$ cat config.mk
export PLATFORM = sky130hd
export DESIGN_NAME = alu_exec
export DESIGN_NICKNAME = d
export VERILOG_FILES = /design/src/rtl/alu_exec_pkg.sv /design/src/rtl/alu_exec_decode.sv /design/src/rtl/alu_exec_immext.sv /design/src/rtl/alu_exec_core.sv /design/src/rtl/alu_exec_agu.sv /design/src/rtl/alu_exec.sv
export SDC_FILE = /design/constraint.sdc
export NUM_CORES = 1
export LEC_CHECK = 0
export ABC_AREA = 1
export BUFFER_PORTS_ARGS = -buffer_cell sky130_fd_sc_hd__buf_2
export CAP_MARGIN = 40
export CORE_MARGIN = 4
export CORE_UTILIZATION = 42
export DETAILED_ROUTE_END_ITERATION = 16
export GPL_TIMING_DRIVEN = 0
export PLACE_DENSITY = 0.65
export SLEW_MARGIN = 20
export SYNTH_ARGS = -nofsm -noshare
export SYNTH_HDL_FRONTEND = slang
export SYNTH_SLANG_ARGS = --single-unit
$ cat constraint.sdc
create_clock -name vclk -period 8
set_clock_uncertainty 0.1 [all_clocks]
set_input_delay 1.6 -clock vclk [all_inputs]
set_output_delay 1.6 -clock vclk [all_outputs]
set_load 0.05 [all_outputs]
$ cat src/rtl/alu_exec_pkg.sv
package alu_exec_pkg;

  localparam int unsigned OPC_W = 6;
  localparam int unsigned FN_W  = 6;

  localparam logic [OPC_W-1:0] OPC_RTYPE = 6'd0;
  localparam logic [OPC_W-1:0] OPC_ADDI  = 6'd8;
  localparam logic [OPC_W-1:0] OPC_SLTI  = 6'd10;
  localparam logic [OPC_W-1:0] OPC_ANDI  = 6'd12;
  localparam logic [OPC_W-1:0] OPC_ORI   = 6'd13;
  localparam logic [OPC_W-1:0] OPC_XORI  = 6'd14;
  localparam logic [OPC_W-1:0] OPC_LUI   = 6'd15;
  localparam logic [OPC_W-1:0] OPC_LW    = 6'd35;
  localparam logic [OPC_W-1:0] OPC_SW    = 6'd43;

  localparam logic [FN_W-1:0] FN_ADD = 6'd32;
  localparam logic [FN_W-1:0] FN_SUB = 6'd34;
  localparam logic [FN_W-1:0] FN_AND = 6'd36;
  localparam logic [FN_W-1:0] FN_OR  = 6'd37;
  localparam logic [FN_W-1:0] FN_XOR = 6'd38;
  localparam logic [FN_W-1:0] FN_NOR = 6'd39;
  localparam logic [FN_W-1:0] FN_SLT = 6'd42;

  typedef enum logic [3:0] {
    ALU_NONE, ALU_ADD, ALU_SUB, ALU_SLT, ALU_AND,
    ALU_OR, ALU_XOR, ALU_NOR, ALU_LUI
  } alu_op_e;

  typedef enum logic [1:0] {
    IMM_NONE, IMM_SEXT, IMM_ZEXT
  } imm_mode_e;

  typedef struct packed {
    alu_op_e   op;
    imm_mode_e imm_mode;
    logic      illegal;
  } dec_t;

endpackage

$ cat src/rtl/alu_exec_decode.sv
module alu_exec_decode
  import alu_exec_pkg::*;
(
  input  logic [OPC_W-1:0] opcode_i,
  input  logic [FN_W-1:0]  fn_i,
  output dec_t             dec_o
);

  always_comb begin
    dec_o = '{op: ALU_NONE, imm_mode: IMM_NONE, illegal: 1'b0};
    unique case (opcode_i)
      OPC_RTYPE: begin
        unique case (fn_i)
          FN_ADD:  dec_o.op = ALU_ADD;
          FN_SUB:  dec_o.op = ALU_SUB;
          FN_SLT:  dec_o.op = ALU_SLT;
          FN_AND:  dec_o.op = ALU_AND;
          FN_OR:   dec_o.op = ALU_OR;
          FN_XOR:  dec_o.op = ALU_XOR;
          FN_NOR:  dec_o.op = ALU_NOR;
          default: dec_o.illegal = 1'b1;
        endcase
      end
      OPC_ADDI: dec_o = '{op: ALU_ADD, imm_mode: IMM_SEXT, illegal: 1'b0};
      OPC_SLTI: dec_o = '{op: ALU_SLT, imm_mode: IMM_SEXT, illegal: 1'b0};
      OPC_ANDI: dec_o = '{op: ALU_AND, imm_mode: IMM_ZEXT, illegal: 1'b0};
      OPC_ORI:  dec_o = '{op: ALU_OR,  imm_mode: IMM_ZEXT, illegal: 1'b0};
      OPC_XORI: dec_o = '{op: ALU_XOR, imm_mode: IMM_ZEXT, illegal: 1'b0};
      OPC_LUI:  dec_o = '{op: ALU_LUI, imm_mode: IMM_NONE, illegal: 1'b0};
      // address comes from the AGU; result stays zero
      OPC_LW, OPC_SW: dec_o = '{op: ALU_NONE, imm_mode: IMM_NONE, illegal: 1'b0};
      default:  dec_o.illegal = 1'b1;
    endcase
  end

endmodule

$ cat src/rtl/alu_exec_immext.sv
module alu_exec_immext
  import alu_exec_pkg::*;
#(
  parameter int unsigned XLEN  = 32,
  parameter int unsigned IMM_W = 16
) (
  input  logic [IMM_W-1:0] imm_i,
  input  imm_mode_e        mode_i,
  output logic [XLEN-1:0]  sext_o,
  output logic [XLEN-1:0]  ext_o
);

  localparam int unsigned PAD_W = XLEN - IMM_W;

  logic [XLEN-1:0] zext;

  generate
    if (PAD_W > 0) begin : g_pad
      assign sext_o = {{PAD_W{imm_i[IMM_W-1]}}, imm_i};
      assign zext   = {{PAD_W{1'b0}}, imm_i};
    end else begin : g_trunc
      assign sext_o = imm_i[XLEN-1:0];
      assign zext   = imm_i[XLEN-1:0];
    end
  endgenerate

  always_comb begin
    unique case (mode_i)
      IMM_SEXT: ext_o = sext_o;
      IMM_ZEXT: ext_o = zext;
      default:  ext_o = '0;
    endcase
  end

endmodule

$ cat src/rtl/alu_exec_core.sv
module alu_exec_core
  import alu_exec_pkg::*;
#(
  parameter int unsigned XLEN  = 32,
  parameter int unsigned IMM_W = 16
) (
  input  alu_op_e          op_i,
  input  logic [XLEN-1:0]  a_i,
  input  logic [XLEN-1:0]  b_i,
  input  logic [IMM_W-1:0] imm_i,
  output logic [XLEN-1:0]  result_o
);

  localparam int unsigned LO_W = XLEN - IMM_W;

  logic            lt;
  logic [XLEN-1:0] sum, diff, upper;

  assign sum   = a_i + b_i;
  assign diff  = a_i - b_i;
  assign lt    = $signed(a_i) < $signed(b_i);
  assign upper = {imm_i, {LO_W{1'b0}}};

  always_comb begin
    unique case (op_i)
      ALU_ADD: result_o = sum;
      ALU_SUB: result_o = diff;
      ALU_SLT: result_o = {{(XLEN-1){1'b0}}, lt};
      ALU_AND: result_o = a_i & b_i;
      ALU_OR:  result_o = a_i | b_i;
      ALU_XOR: result_o = a_i ^ b_i;
      ALU_NOR: result_o = ~(a_i | b_i);
      ALU_LUI: result_o = upper;
      default: result_o = '0;
    endcase
  end

endmodule

$ cat src/rtl/alu_exec_agu.sv
module alu_exec_agu #(
  parameter int unsigned XLEN = 32
) (
  input  logic [XLEN-1:0] base_i,
  input  logic [XLEN-1:0] offset_i,
  output logic [XLEN-1:0] addr_o
);

  assign addr_o = base_i + offset_i;

endmodule

$ cat src/rtl/alu_exec.sv
module alu_exec
  import alu_exec_pkg::*;
#(
  parameter int unsigned XLEN  = 32,
  parameter int unsigned IMM_W = 16
) (
  input  logic [5:0]       opcode_i,
  input  logic [5:0]       fn_i,
  input  logic [XLEN-1:0]  rs_val_i,
  input  logic [XLEN-1:0]  rt_val_i,
  input  logic [IMM_W-1:0] imm_i,
  output logic [XLEN-1:0]  result_o,
  output logic [XLEN-1:0]  addr_o,
  output logic             illegal_o
);

  dec_t            dec;
  logic [XLEN-1:0] imm_sext, imm_ext, operand_b;

  alu_exec_decode i_decode (
    .opcode_i (opcode_i),
    .fn_i     (fn_i),
    .dec_o    (dec)
  );

  alu_exec_immext #(.XLEN(XLEN), .IMM_W(IMM_W)) i_immext (
    .imm_i  (imm_i),
    .mode_i (dec.imm_mode),
    .sext_o (imm_sext),
    .ext_o  (imm_ext)
  );

  assign operand_b = (dec.imm_mode == IMM_NONE) ? rt_val_i : imm_ext;

  alu_exec_core #(.XLEN(XLEN), .IMM_W(IMM_W)) i_core (
    .op_i     (dec.op),
    .a_i      (rs_val_i),
    .b_i      (operand_b),
    .imm_i    (imm_i),
    .result_o (result_o)
  );

  alu_exec_agu #(.XLEN(XLEN)) i_agu (
    .base_i   (rs_val_i),
    .offset_i (imm_sext),
    .addr_o   (addr_o)
  );

  assign illegal_o = dec.illegal;

endmodule

After elaboration in Yosys (flattened, before gate mapping). Cells that the tools add are included.

Flip-flop bits (word level): 0. Input port bits: 92. Output and inout bits: 65.

Add/sub/neg operators: 3. $lt $le $gt $ge: 1. Equal/unequal tests: 25. Multiplexer cells: 8. Bitwise gates (word level): 4. Reductions and logical operators: 6.

Operator list (count): 32-bit one-hot mux with 8 select lines (1); 32-bit adder (2); 32-bit one-hot mux with 2 select lines (1); 6-bit equality test, second input constant (9); 6-bit by 4-bit equality test with 1-bit output, second input constant (6); 32-bit bitwise AND (1); 32-bit less-than comparator (1); 32-bit two-way mux (1); 32-bit NOT (1); 32-bit bitwise OR (1); 32-bit subtractor (1); 32-bit XOR (1); 4-bit one-hot mux with 7 select lines (1); 3-bit one-hot mux with 7 select lines (1); 4-bit by 3-bit equality test with 1-bit output, second input constant (4); 4-bit by 2-bit equality test with 1-bit output, second input constant (2); 8-bit OR reduction (1); 7-bit OR reduction (1); 6-bit zero test (1); 4-bit by 1-bit equality test with 1-bit output, second input constant (1); 4-bit equality test, second input constant (1); 2-bit one-hot mux with 2 select lines (1); 3-bit OR reduction (1); 2-bit by 1-bit equality test with 1-bit output, second input constant (1); other kinds (5) (5).

Longest topological paths before layout.
Word-level depth: 9. Gate-level depth with buffers: 28. Mapped depth without buffers: 27.

Hierarchy. From an unflattened synthesis, not the netlist that was laid out.

Cells, all modules: 2091. Area total of the unflattened synthesis: 10411.2 um2.

By module, submodules not included: alu_exec_core (instances 1, cells an instance 1350, area an instance 6755.2 um2); alu_exec_agu (instances 1, cells an instance 494, area an instance 2384.8 um2); alu_exec_immext (instances 1, cells an instance 89, area an instance 555.5 um2); alu_exec (instances 1, cells an instance 106, area an instance 475.5 um2); alu_exec_decode (instances 1, cells an instance 52, area an instance 240.2 um2).

Worst setup path before layout. OpenSTA, ideal clock, no wires.

Kind: in2out. Start point: in opcode_i[5]. End point: out result_o[20]. Arrival time: 5321 ps. Required time: 6300 ps. Slack: 979 ps. Stages on the path: 27. Buffers on the path: 2. Cell sequence: nor2_2 > inv_2 > nor2_4 > inv_2 > nor2_1 > inv_1 > ha_1 > clkbuf_1 > nor3_1 > clkbuf_1 > a22oi_1 > inv_1 > ha_1 > inv_1 > fa_1 > inv_1 > nand3_1 > nand3_1 > nand4_1 > nand2_1 > nand2_1 > nand2_1 > nand2_1 > nand2_1 > nor2_1 > nor2_1 > nand3_1.

Word-level cells in the longest chain between the ends: 9.

Ends and longest elaborated chain: from (decl) (line alu_exec.sv:7) `input logic [5:0] opcode_i,`; branches (longest 8 deep; another with 32-bit subtractor); 32-bit one-hot mux with 8 select lines * (line alu_exec_core.sv:25) `unique case (op_i)`; to (decl) (line alu_exec.sv:12) `output logic [XLEN-1:0] result_o,`.

Every way passes the cells marked *.

Final worst setup path. Ends and elaborated chain as after synthesis.

==> qor.csv <==
stage,metric,value,unit
sta,fmax,130.5,MHz
sta,grt_setup_unrepaired,false,
sta,setup_viol,0,
worst_setup_path,cp_max_fo,10,
job,drv_cap,0,
synth,synth_compound_gate_area_share,13.61,%
die,start_util,43.13,%
sta,drv_slew,0,
synth,synth_xor_area_share,5.071,%
synth,yosysSeqAreaShare,0,%
sta,finalCriticalPeriod,7.663,ns
drt,wl,40600,µm
drt,drcViolationCount,0,
worst_setup_path,worstPathRequired,6.30,ns
synth,synth_top_family_by_area,simple AND/OR/NAND/NOR gates,
sta,worst_pin_slew,0.7842,ns
finish,area_growth,12.33,%
die,fp.dieArea,25090,µm²
sta,hold_ws,3.590,ns
pwr,irDropWorstVdd,115.3,µV
synth,post_synth_and_or_nand_nor_area_fraction,45.73,%
sta,relSlewSlack,47.17,%
finish,final_common_cell,nand2_1,
status,status,"finished, final reports clean",
drt,drt_iter0_drc,961,
pwr,power_leakage,6.595,nW
drt,avgViaCountPerCell,5.275,
synth,synth.distinct_cells,42,
placed_design,numPortBuffers,157,
sta,finalHoldViolCount,0,
placed_design,dp.cells,2311,
hold_path,hold_path.class,in2out,
global_route,top_usage_layer,met2,
finish,final_cell_mix,"nand2_1 (570), inv_1 (352), nor2_1 (251)",
worst_setup_path,critPathKind,in2out,
global_route,grt_start_max_net_pins,21,
placed_design,dp_hpwl,35280,µm
global_route,grt_pass1_wl,60820,µm
global_route,overflow,0,
finish,seqCellArea,0,µm²
placed_design,gp_congestion,1.010,
worst_setup_path,cp-end-kind,output port,
global_route,met1_usage,41.56,%
synth,yosysWarnings,0,
worst_setup_path,worstSetupEndpoint,result_o[20],
global_route,grt_usage,31.29,%
global_route,grt.met2_usage,52.61,%
synth,syn_inst,1873,
drt,ant_nets,0,
finish,seq_cells,0,
die,pin_count,157,
sta,period_share,95.79,%
worst_setup_path,start_kind,primary input,
synth,netlist_area,9499,µm²
pwr,power-per-cell-area,86.12,nW/µm²
finish,finalNetCount,2263,
placed_design,place_ws,-0.4511,ns
global_route,antenna_found_initial,2,
finish,fillers,2516,
drt,vias,12190,
synth,synth_mux_area_share,0,%
finish,nClkBuffers,0,
die,rows,54,
sta,setup_ws,0.3368,ns
drt,dr.pass1.iters,5,
cts,hold_buffers,0,
finish,stdcell_count,2311,
die,die_h,158.4,µm
global_route,grt_pass1_vias,11280,
die,dieWidth,158.4,µm
synth,mappedNetlistNets,2104,
synth,synthAdderAreaFrac,18.55,%
drt,wl_per_cell,17.57,µm
worst_setup_path,critPathLaunch,opcode_i[5],
global_route,gr-usage-met3,3.996,%
die,core_region_area,22030,µm²
synth,avgSynthCellArea,5.072,µm²
worst_setup_path,crit_arrival,5.96,ns
finish,drive_above_1_share,11.53,%
==> logic make-up (layout without fill, tap and decap cells) <==
| logic type | after synthesis | after routing |
|---|---|---|
| compound gates | 235 | 235 |
| other cells | 0 | 1 |
| fa+ha+maj | 139 | 139 |
| xor+xnor | 55 | 55 |
| buf+inv | 410 | 567 |
| simple gates | 1034 | 1034 |
==> area by class of cell <==
cell class,instances,area [µm²],area share [%]
antenna,1,2.502,0.02345
buffer,46,257.7,2.416
inverter,361,1355,12.70
multi-input combinational,1463,7899,74.03
tap,280,350.3,3.283
timing repair buffer,160,805.8,7.552
==> critical path, cell delays in order <==
cell and delay, ns:
buf_2 0.11, nor2_2 0.14, inv_2 0.07, nor2_4 0.15, inv_2 0.07, nor2_1 0.15
inv_1 0.08, ha_2 0.26, nor3_4 0.27, clkbuf_4 0.27, a22oi_1 0.11, inv_1 0.12
ha_2 0.24, inv_1 0.07, fa_1 0.45, inv_1 0.16, nand3_1 0.09, nand3_1 0.21
nand4_1 0.16, nand2_1 0.21, nand2_1 0.07, nand2_1 0.08, nand2_1 0.05, nand2_1 0.06
nor2_1 0.04, nor2_1 0.22, nand3_1 0.18, buf_2 0.25
==> worst min-delay path by stage <==
| stage | start | end | cells past startpoint |
|---|---|---|---|
| after floorplan | imm_i[0] | addr_o[0] | 1 |
| after global placement | rs_val_i[0] | addr_o[0] | 3 |
| after detailed placement | rs_val_i[0] | addr_o[0] | 3 |
| after CTS | rs_val_i[0] | addr_o[0] | 3 |
| after global routing | imm_i[0] | addr_o[0] | 3 |
| final | rs_val_i[0] | addr_o[0] | 3 |
==> metal layers <==
| metal | up-vias | routed length [µm] | part of all wire (%) |
|---|---|---|---|
| li1 | 6114 | - | - |
| met5 | - | 7 | 0.017 |
| met1 | 5431 | 17110 | 42 |
| met4 | 2 | 1587 | 3.9 |
| met2 | 552 | 18330 | 45 |
| met3 | 92 | 3567 | 8.8 |
==> timing repair <==
action	in CTS	in global routing
endpoints found under the hold margin	0	0
endpoints found under the setup margin	12	15
resized for setup	3	7
setup buffers	0	2
pin swaps	0	1
gates cloned	0	0
==> power by group <==
group / internal, mW / leakage, nW / total, mW / switching (mW)
Clock: 0.0000000168 / 0.00000634 / 0.0000000168 / 0
Combinational: 0.253 / 6.60 / 0.919 / 0.666
Sequential: 0 / 0 / 0 / 0
==> synthesized netlist by cell type (all sizes together), types with 3 or more instances <==
cell	number	area share [%]
a21boi	12	0.95
a21o	6	0.47
a21oi	112	5.9
a22oi	10	0.79
and3	4	0.26
buf	36	2.3
clkbuf	13	0.51
fa	3	0.63
ha	136	18
inv	361	14
nand2	575	23
nand3	139	8.0
nand4	25	1.6
nor2	263	11
nor3	21	1.2
o21a	3	0.24
o21ai	76	4.0
o21bai	10	0.79
xnor2	8	0.74
xor2	47	4.3
==> through the flow <==
stage               total power [mW]  area (µm²)  utilization [%]  TNS, ns
floorplan                     0.6494        9499                -        0
global placement              0.8920       10640            48.28   -1.384
CTS                           0.9033       10650            48.36        0
finish                        0.9189       10670            48.44        0
detailed placement            0.8977       10640            48.31   -2.185
global route                   1.005       10670            48.44        0
Note: power is estimated with default switching activity, not from simulation.
